<file path="src/rtl/fwd_pkg.sv">
package fwd_pkg;
    localparam int NREG = 32;
    localparam int XLEN = 32;
    localparam int AW   = $clog2(NREG);
    localparam int NOPS = 2;

    typedef enum logic [1:0] {
        SEL_RF  = 2'b00,
        SEL_WB  = 2'b01,
        SEL_MEM = 2'b10
    } fwd_sel_e;
endpackage

</file>
<file path="src/rtl/fwd_select.sv">
module fwd_select
    import fwd_pkg::*;
#(
    parameter int AW_P = AW
) (
    input  logic [AW_P-1:0] src,
    input  logic [AW_P-1:0] mem_rd,
    input  logic            mem_we,
    input  logic [AW_P-1:0] wb_rd,
    input  logic            wb_we,
    output fwd_sel_e        sel
);
    logic mem_hit;
    logic wb_hit;

    always_comb begin
        mem_hit = mem_we && (mem_rd != '0) && (mem_rd == src);
        wb_hit  = wb_we  && (wb_rd  != '0) && (wb_rd  == src);
        // younger producer wins
        if (mem_hit)     sel = SEL_MEM;
        else if (wb_hit) sel = SEL_WB;
        else             sel = SEL_RF;
    end
endmodule

</file>
<file path="src/rtl/opnd_mux.sv">
module opnd_mux
    import fwd_pkg::*;
#(
    parameter int W = XLEN
) (
    input  fwd_sel_e       sel,
    input  logic [W-1:0]   rf_val,
    input  logic [W-1:0]   mem_val,
    input  logic [W-1:0]   wb_val,
    output logic [W-1:0]   opnd
);
    always_comb begin
        case (sel)
            SEL_MEM: opnd = mem_val;
            SEL_WB:  opnd = wb_val;
            default: opnd = rf_val;
        endcase
    end
endmodule

</file>
<file path="src/rtl/regfile_bypass.sv">
module regfile_bypass
    import fwd_pkg::*;
#(
    parameter int N     = NREG,
    parameter int W     = XLEN,
    parameter int NRD   = NOPS,
    localparam int A    = $clog2(N)
) (
    input  logic         clk,
    input  logic         rst_n,
    input  logic         we,
    input  logic [A-1:0] wa,
    input  logic [W-1:0] wd,
    input  logic [A-1:0] ra [NRD],
    output logic [W-1:0] rd [NRD]
);
    typedef struct packed {
        logic [N-1:0][W-1:0] regs;
    } rf_state_t;

    rf_state_t st_d;
    rf_state_t st_q;
    logic      wr_ok;

    always_comb begin
        wr_ok = we && (wa != '0);
        st_d  = st_q;
        if (wr_ok) st_d.regs[wa] = wd;
    end

    always_ff @(posedge clk or negedge rst_n) begin
        if (!rst_n) st_q <= '0;
        else        st_q <= st_d;
    end

    for (genvar p = 0; p < NRD; p++) begin : g_rd
        always_comb begin
            if (ra[p] == '0)                rd[p] = '0;
            else if (wr_ok && wa == ra[p])  rd[p] = wd;
            else                            rd[p] = st_q.regs[ra[p]];
        end
    end
endmodule

</file>
<file path="src/rtl/fwd_unit.sv">
module fwd_unit
    import fwd_pkg::*;
(
    input  logic            clk,
    input  logic            rst_n,
    input  logic [AW-1:0]   ex_rs1,
    input  logic [AW-1:0]   ex_rs2,
    input  logic [XLEN-1:0] ex_rf_a,
    input  logic [XLEN-1:0] ex_rf_b,
    input  logic [AW-1:0]   mem_rd,
    input  logic            mem_we,
    input  logic [XLEN-1:0] mem_result,
    input  logic [AW-1:0]   wb_rd,
    input  logic            wb_we,
    input  logic [XLEN-1:0] wb_result,
    input  logic [AW-1:0]   id_ra1,
    input  logic [AW-1:0]   id_ra2,
    output logic [1:0]      fwd_a_sel,
    output logic [1:0]      fwd_b_sel,
    output logic [XLEN-1:0] alu_a,
    output logic [XLEN-1:0] alu_b,
    output logic [XLEN-1:0] rd_data1,
    output logic [XLEN-1:0] rd_data2
);
    logic [AW-1:0]   src   [NOPS];
    logic [XLEN-1:0] rfv   [NOPS];
    fwd_sel_e        sel   [NOPS];
    logic [XLEN-1:0] opnd  [NOPS];
    logic [AW-1:0]   raddr [NOPS];
    logic [XLEN-1:0] rdata [NOPS];

    assign src[0]   = ex_rs1;
    assign src[1]   = ex_rs2;
    assign rfv[0]   = ex_rf_a;
    assign rfv[1]   = ex_rf_b;
    assign raddr[0] = id_ra1;
    assign raddr[1] = id_ra2;

    for (genvar i = 0; i < NOPS; i++) begin : g_op
        fwd_select #(.AW_P(AW)) u_sel (
            .src    (src[i]),
            .mem_rd (mem_rd),
            .mem_we (mem_we),
            .wb_rd  (wb_rd),
            .wb_we  (wb_we),
            .sel    (sel[i])
        );
        opnd_mux #(.W(XLEN)) u_mux (
            .sel     (sel[i]),
            .rf_val  (rfv[i]),
            .mem_val (mem_result),
            .wb_val  (wb_result),
            .opnd    (opnd[i])
        );
    end

    regfile_bypass #(.N(NREG), .W(XLEN), .NRD(NOPS)) u_rf (
        .clk   (clk),
        .rst_n (rst_n),
        .we    (wb_we),
        .wa    (wb_rd),
        .wd    (wb_result),
        .ra    (raddr),
        .rd    (rdata)
    );

    assign fwd_a_sel = sel[0];
    assign fwd_b_sel = sel[1];
    assign alu_a     = opnd[0];
    assign alu_b     = opnd[1];
    assign rd_data1  = rdata[0];
    assign rd_data2  = rdata[1];
endmodule

</file>
<file path="config.mk">
export PLATFORM = sky130hd
export DESIGN_NAME = fwd_unit
export DESIGN_NICKNAME = d
export VERILOG_FILES = /design/src/rtl/fwd_pkg.sv /design/src/rtl/fwd_select.sv /design/src/rtl/opnd_mux.sv /design/src/rtl/regfile_bypass.sv /design/src/rtl/fwd_unit.sv
export SDC_FILE = /design/constraint.sdc
export NUM_CORES = 2
export LEC_CHECK = 0
export CAP_MARGIN = 20
export CELL_PAD_IN_SITES_DETAIL_PLACEMENT = 2
export CELL_PAD_IN_SITES_GLOBAL_PLACEMENT = 2
export CORE_UTILIZATION = 35
export DETAILED_ROUTE_END_ITERATION = 12
export PLACE_DENSITY_LB_ADDON = 0.08
export SLEW_MARGIN = 5
export SYNTH_ARGS = -nofsm -noshare
export SYNTH_HDL_FRONTEND = slang
export SYNTH_SLANG_ARGS = --single-unit
</file>
<file path="constraint.sdc">
create_clock -name clk -period 3.2 [get_ports clk]
set_input_delay 0.48 -clock clk [delete_from_list [all_inputs] [get_ports clk]]
set_output_delay 0.48 -clock clk [all_outputs]
set_load 0.01 [all_outputs]
</file>
; After elaboration in Yosys (flattened, before gate mapping)
; Index checks and enable logic that the tools add are counted.
[classes]
order_cmp = 4
eq_ne = 10
n_mux = 17
reduce_logical = 13
[ops]
columns = op, n
row1 = $bwmux W1024, 1
row2 = $bmux W32 S5, 2
row3 = $mux W32, 7
row4 = $demux W32 S5, 1
row5 = $pmux W32 S2, 2
row6 = $eq A5 B5 Y1, 6
row7 = $lt A5 B6 Y1 const B, 3
row8 = $logic_not A5 Y1, 2
row9 = $reduce_bool A5 Y1, 2
row10 = $logic_and A1 B1 Y1, 9
row11 = $ge A5 B1 Y1 const B, 1
row12 = $eq A2 B1 Y1 const B, 2
row13 = $eq A2 B2 Y1 const B, 2
row14 = $mux W2, 2
row15 = $mux W1, 2
[totals]
regBits = 1024
input_bits = 162
output_inout_bits = 132

; Longest topological paths before layout
[logic_depth]
ltp_word = 7
ltp_mapped = 10
ltp_nobuf = 5

; By module
; A second synthesis with hierarchy kept.
[hier_totals]
cells_unflattened = 4263
hier_area_um2 = 57584.0
[modules_own_cells]
columns = mod, n_inst, cells_each, area_each_um2
row1 = regfile_bypass, 1, 3995, 55992.5
row2 = opnd_mux, 2, 113, 636.9
row3 = fwd_select, 2, 21, 158.9

; Worst setup path before layout
; Ideal clock, no wire load.
[synth_path]
path_kind = input port to output port
from = in id_ra2[0]
to = out rd_data2[11]
arrival_time_ps = 2174
required_time_ps = 2720
slack_ps = 546
path_stages = 8
path_buffers = 4
path_cell_list = buf_6 buf_8 buf_8 buf_2 mux4_2 o22ai_1 nor3_1 a211o_1
[synth_between]
elab_chain_cells = 4
[synth_rtl]
columns = element, line
row1 = from (decl), fwd_unit.sv:17  ; input logic [AW-1:0] id_ra2,
row2 = $bmux W32 S5 or $eq A5 B5 Y1 (tied branches), "regfile_bypass.sv:40, regfile_bypass.sv:39"
row3 = $mux W32 (not written as such) or $logic_and A1 B1 Y1 (tied branches), "regfile_bypass.sv:40, regfile_bypass.sv:39"
row4 = $mux W32, regfile_bypass.sv:39  ; else if (wr_ok && wa == ra[p]) rd[p] = wd;
row5 = $mux W32 *, regfile_bypass.sv:38  ; if (ra[p] == '0) rd[p] = '0;
row6 = to (decl), fwd_unit.sv:23  ; output logic [XLEN-1:0] rd_data2
; Mark *: on every way between the ends. The rest lies on a longest branch, timed or not. The select of a mux whose other input is x is not followed.

; Worst setup path in the final report
[layout_path]
from = reg u_rf.st_q[339] (netlist name)
to = out rd_data1[19]
[layout_between]
elab_chain_cells = 4
[layout_rtl]
columns = element, line
row1 = from (decl), regfile_bypass.sv:22  ; rf_state_t st_q;
row2 = from (signal assigned), regfile_bypass.sv:33  ; else st_q <= st_d;
row3 = $bmux W32 S5, regfile_bypass.sv:40  ; else rd[p] = st_q.regs[ra[p]];
row4 = $mux W32 (not written as such), regfile_bypass.sv:40
row5 = $mux W32, regfile_bypass.sv:39
row6 = $mux W32, regfile_bypass.sv:38
row7 = to (decl), fwd_unit.sv:22  ; output logic [XLEN-1:0] rd_data1,
; Every way passes these cells. The select of a mux whose other input is x is not followed.

==> impl_results.md <==
* Biggest regs: u_rf.st_q: 1024 flops
* Leak pwr at 32.7 nW
* GPL Wtd Cong at 0.839
* Area leader, netlist: dfrtp_1
* Starting DRC count in detailed routing at 3291
* Clock share of power at 0.364
* Synth warn at 0
* Fin crit period at 3.23 ns
* Data required, critical path at 2.72 ns
* Worst VDD drop at 391 uV
* Initial Util at 0.352
* Avg WL per Cell at roughly 37 um
* Most common cell in the synthesized netlist: dfrtp_1
* Crit Path Category: flop to output pin
* Switching power at ~13 mW
* CTS buffer count at 132
* PwrDens at 580 nW/um^2
* Congestion Overflow GR at 0
* RSZ-0062 raised after global routing: true
* Crit-path slowest cell: mux4_2
* Sequential power share at 0.403
* Number of H-tree levels at 4
* Critical Path End Type: output pin
* Routed WL at 267000 um
* Hold slack final at between 0.2 and 0.3 ns
* Initial antenna violation count at 20
* Mapped Nets at ~4300
* Critical path data arrival time at 2.75 ns
* Final Max Slew Viols at 0
* Crit path top cell by count: mux4_2
* Fillers at 15600
* Finished Cell Area at 74400 um^2
* Max Cap Viol at 0
* Sequential fraction of the synthesis area at 0.447
* Largest net degree at the start of global routing at 94
* Top cells by count, synth: 1024 x dfrtp_1, 977 x mux2_2, 389 x mux4_2, 308 x mux2i_1, 216 x clkbuf_1
* Avg Inst Size Synth at 13.9 um^2
* Worst hold path class: primary input to asynchronous set/reset pin
* Cell variety after synth at 71
* Failing checks: setup timing
* CTS root buf: clkbuf_16
* DR pass1 iterations at 5
* FMAX at 310 MHz
* Reg with most FFs: u_rf.st_q
* Fraction of layout cells with a size suffix above 1 at 0.535
* Final period utilization at 1.01
* Routed Antenna Nets at 0
* CTS clk-pin slew, worst paths at 0.06 ns
* Post-synth EDFFs at 0
* # port buffers at ~290
* Top-area cell type share of the netlist area at 0.447
* Mapped cell area at roughly 57000 um^2
* Status: complete, but fails checks
* Setup total negative slack at -0.0274 ns
* CTS tree: done
* Clk_skew at 0 ns
* Placed Cells at 6792
* Post-place setup slack at -0.915 ns
* Fin. Hold Viols at 0
* Critical path's largest stage delay at around 0.51 ns
* Worst-Margin Slew at between 0.9 and 1 ns
* # IOs at 294
* Synth area leaders: dfrtp_1 45%, mux2_2 19%, mux4_2 15%
* Setup ws final at -0.0274 ns
* Post-synth top flop: dfrtp_1
* Global-route usage over all layers at 0.322
* Max FO, Critical Path at 3
* Yosys reg bits at 1024
* Number of buffers and inverters on the critical path at 1
* Chip width at 407 um
* Die ar. at 165000 um^2
* Largest register FFs at 1024
* Hpwl dp at 176000 um
* Skew-Pair Late Insertion Delay at around 0.77 ns
* # DRC at 0
* Clk buf depth at 3
* Switching Share at 0.291
* Cells after Synth at 4118
* Finish-stage setup viols at 1
* Internal power at between 30 and 40 mW
* Total number of vias at 43100
* Fin nets at 5013
* Relative slew slack at 0.331
* Final std cells w/o fill at a little over 7000
* Via-to-Cell Ratio at 6.04
* Global-route wire length before repair at 373000 um
* Combinational cell fraction of total power at 0.234
* Worst setup SP type: flop
* Number of global-route vias before repair at 46600
* Core area at 163000 um^2
* Layout area overhead at 29.9%
* CP top delay family: multiplexers
* Async set-reset flop share out of synthesis at 1.00
* Post-DP Area at 67900 um^2
* # clock sinks at 1024
* Die Height at around 410 um
* Critical-path cell list: mux4_2 > mux4_2 > nor2b_1 > a221o_1 > buf_2
* # rows at 148
[path summary, 6_finish.rpt]
kind | depth (start not counted) | to | start | slack (ns)
min in group clk | 0 | u_rf.st_q[18] | u_rf.st_q[18] | 0.40
worst min-delay path | 2 | u_rf.st_q[830] | rst_n | 0.28
worst max register to register | 2 | u_rf.st_q[921] | u_rf.st_q[921] | 2.23
max in group asynchronous | 4 | u_rf.st_q[840] | rst_n | 1.82
worst min register to register | 0 | u_rf.st_q[18] | u_rf.st_q[18] | 0.40
worst max-delay path | 5 | rd_data1[19] | u_rf.st_q[339] | -0.03
[final cells by class]
class,count,area (um^2),area share
Sequential cell,1024,25600,0.344
Antenna cell,7,17.5,0.000235
Clock buffer,196,4040,0.0543
Multi-Input combinational cell,2620,30400,0.408
Tap cell,2175,2720,0.0366
Clock inverter,34,477,0.00640
Timing Repair Buffer,1067,11100,0.150
Inverter,6,22.5,0.000303
[layer usage]
layer,global-route usage,wire length (um),vias to the layer above
li1,-,-,17300
met1,0.438,116000,23900
met2,0.513,125000,1409
met3,0.0533,15500,465
met4,0.121,10600,8
met5,0,43,-
[placed cells by master, fill, tap and decap left out, drive strengths merged, types with 14 or more instances in the layout]
cell / instances
o221ai: 18
buf: 842
dfrtp: 1024
clkdlybuf4s50: 136
mux2i: 308
mux4: 389
clkinv: 21
nor3: 63
a22oi: 31
mux2: 1067
a221oi: 71
a211oi: 14
dlygate4sd2: 38
o22ai: 82
a221o: 14
nor2: 59
o21ai: 124
nand2: 131
a21oi: 51
a211o: 21
clkbuf: 214
clkdlybuf4s15: 22
xnor2: 21
[through the flow]
stage,power (mW),util
global route,44.8,0.458
detailed placement,27.1,0.418
global placement,26.7,0.417
floorplan,22.8,-
finish,43.2,0.458
CTS,43.3,0.455
[power groups by stage]
stage	combinational [mW]	sequential, mW	clock (mW)
3_5_place_dp	9.63	17.5	0
6_report	10.1	17.4	15.7
4_1_cts	10.0	17.3	16.0
2_1_floorplan	6.08	16.7	0
3_3_place_gp	9.40	17.3	0
5_1_grt	10.7	17.7	16.4
[timing repair]
item,4_1_cts,5_1_grt
resized for setup,555,118
hold buffers,1,0
setup endpoints to repair,132,104
setup buffers,77,25
cloned,10,5
pin swaps,72,50
endpoints found under the hold margin,37,0
[worst register-to-register path, delay by kind of cell, from the launching register on]
| kind | cells | cell delay [ns] |
|---|---|---|
| buffers and inverters | 1 | 0.15 |
| flip-flops | 1 | 0.41 |
| multiplexers | 1 | 0.29 |
[cells by family after synthesis]
group / synth area share
buffers and inverters: 0.0438
xor gates and xnor gates: 0.00459
DFF: 0.447
AOI/OAI and AO/OA: 0.0591
and+or+nand+nor: 0.0289
muxes: 0.416
Power figures use the tool's default switching activity.
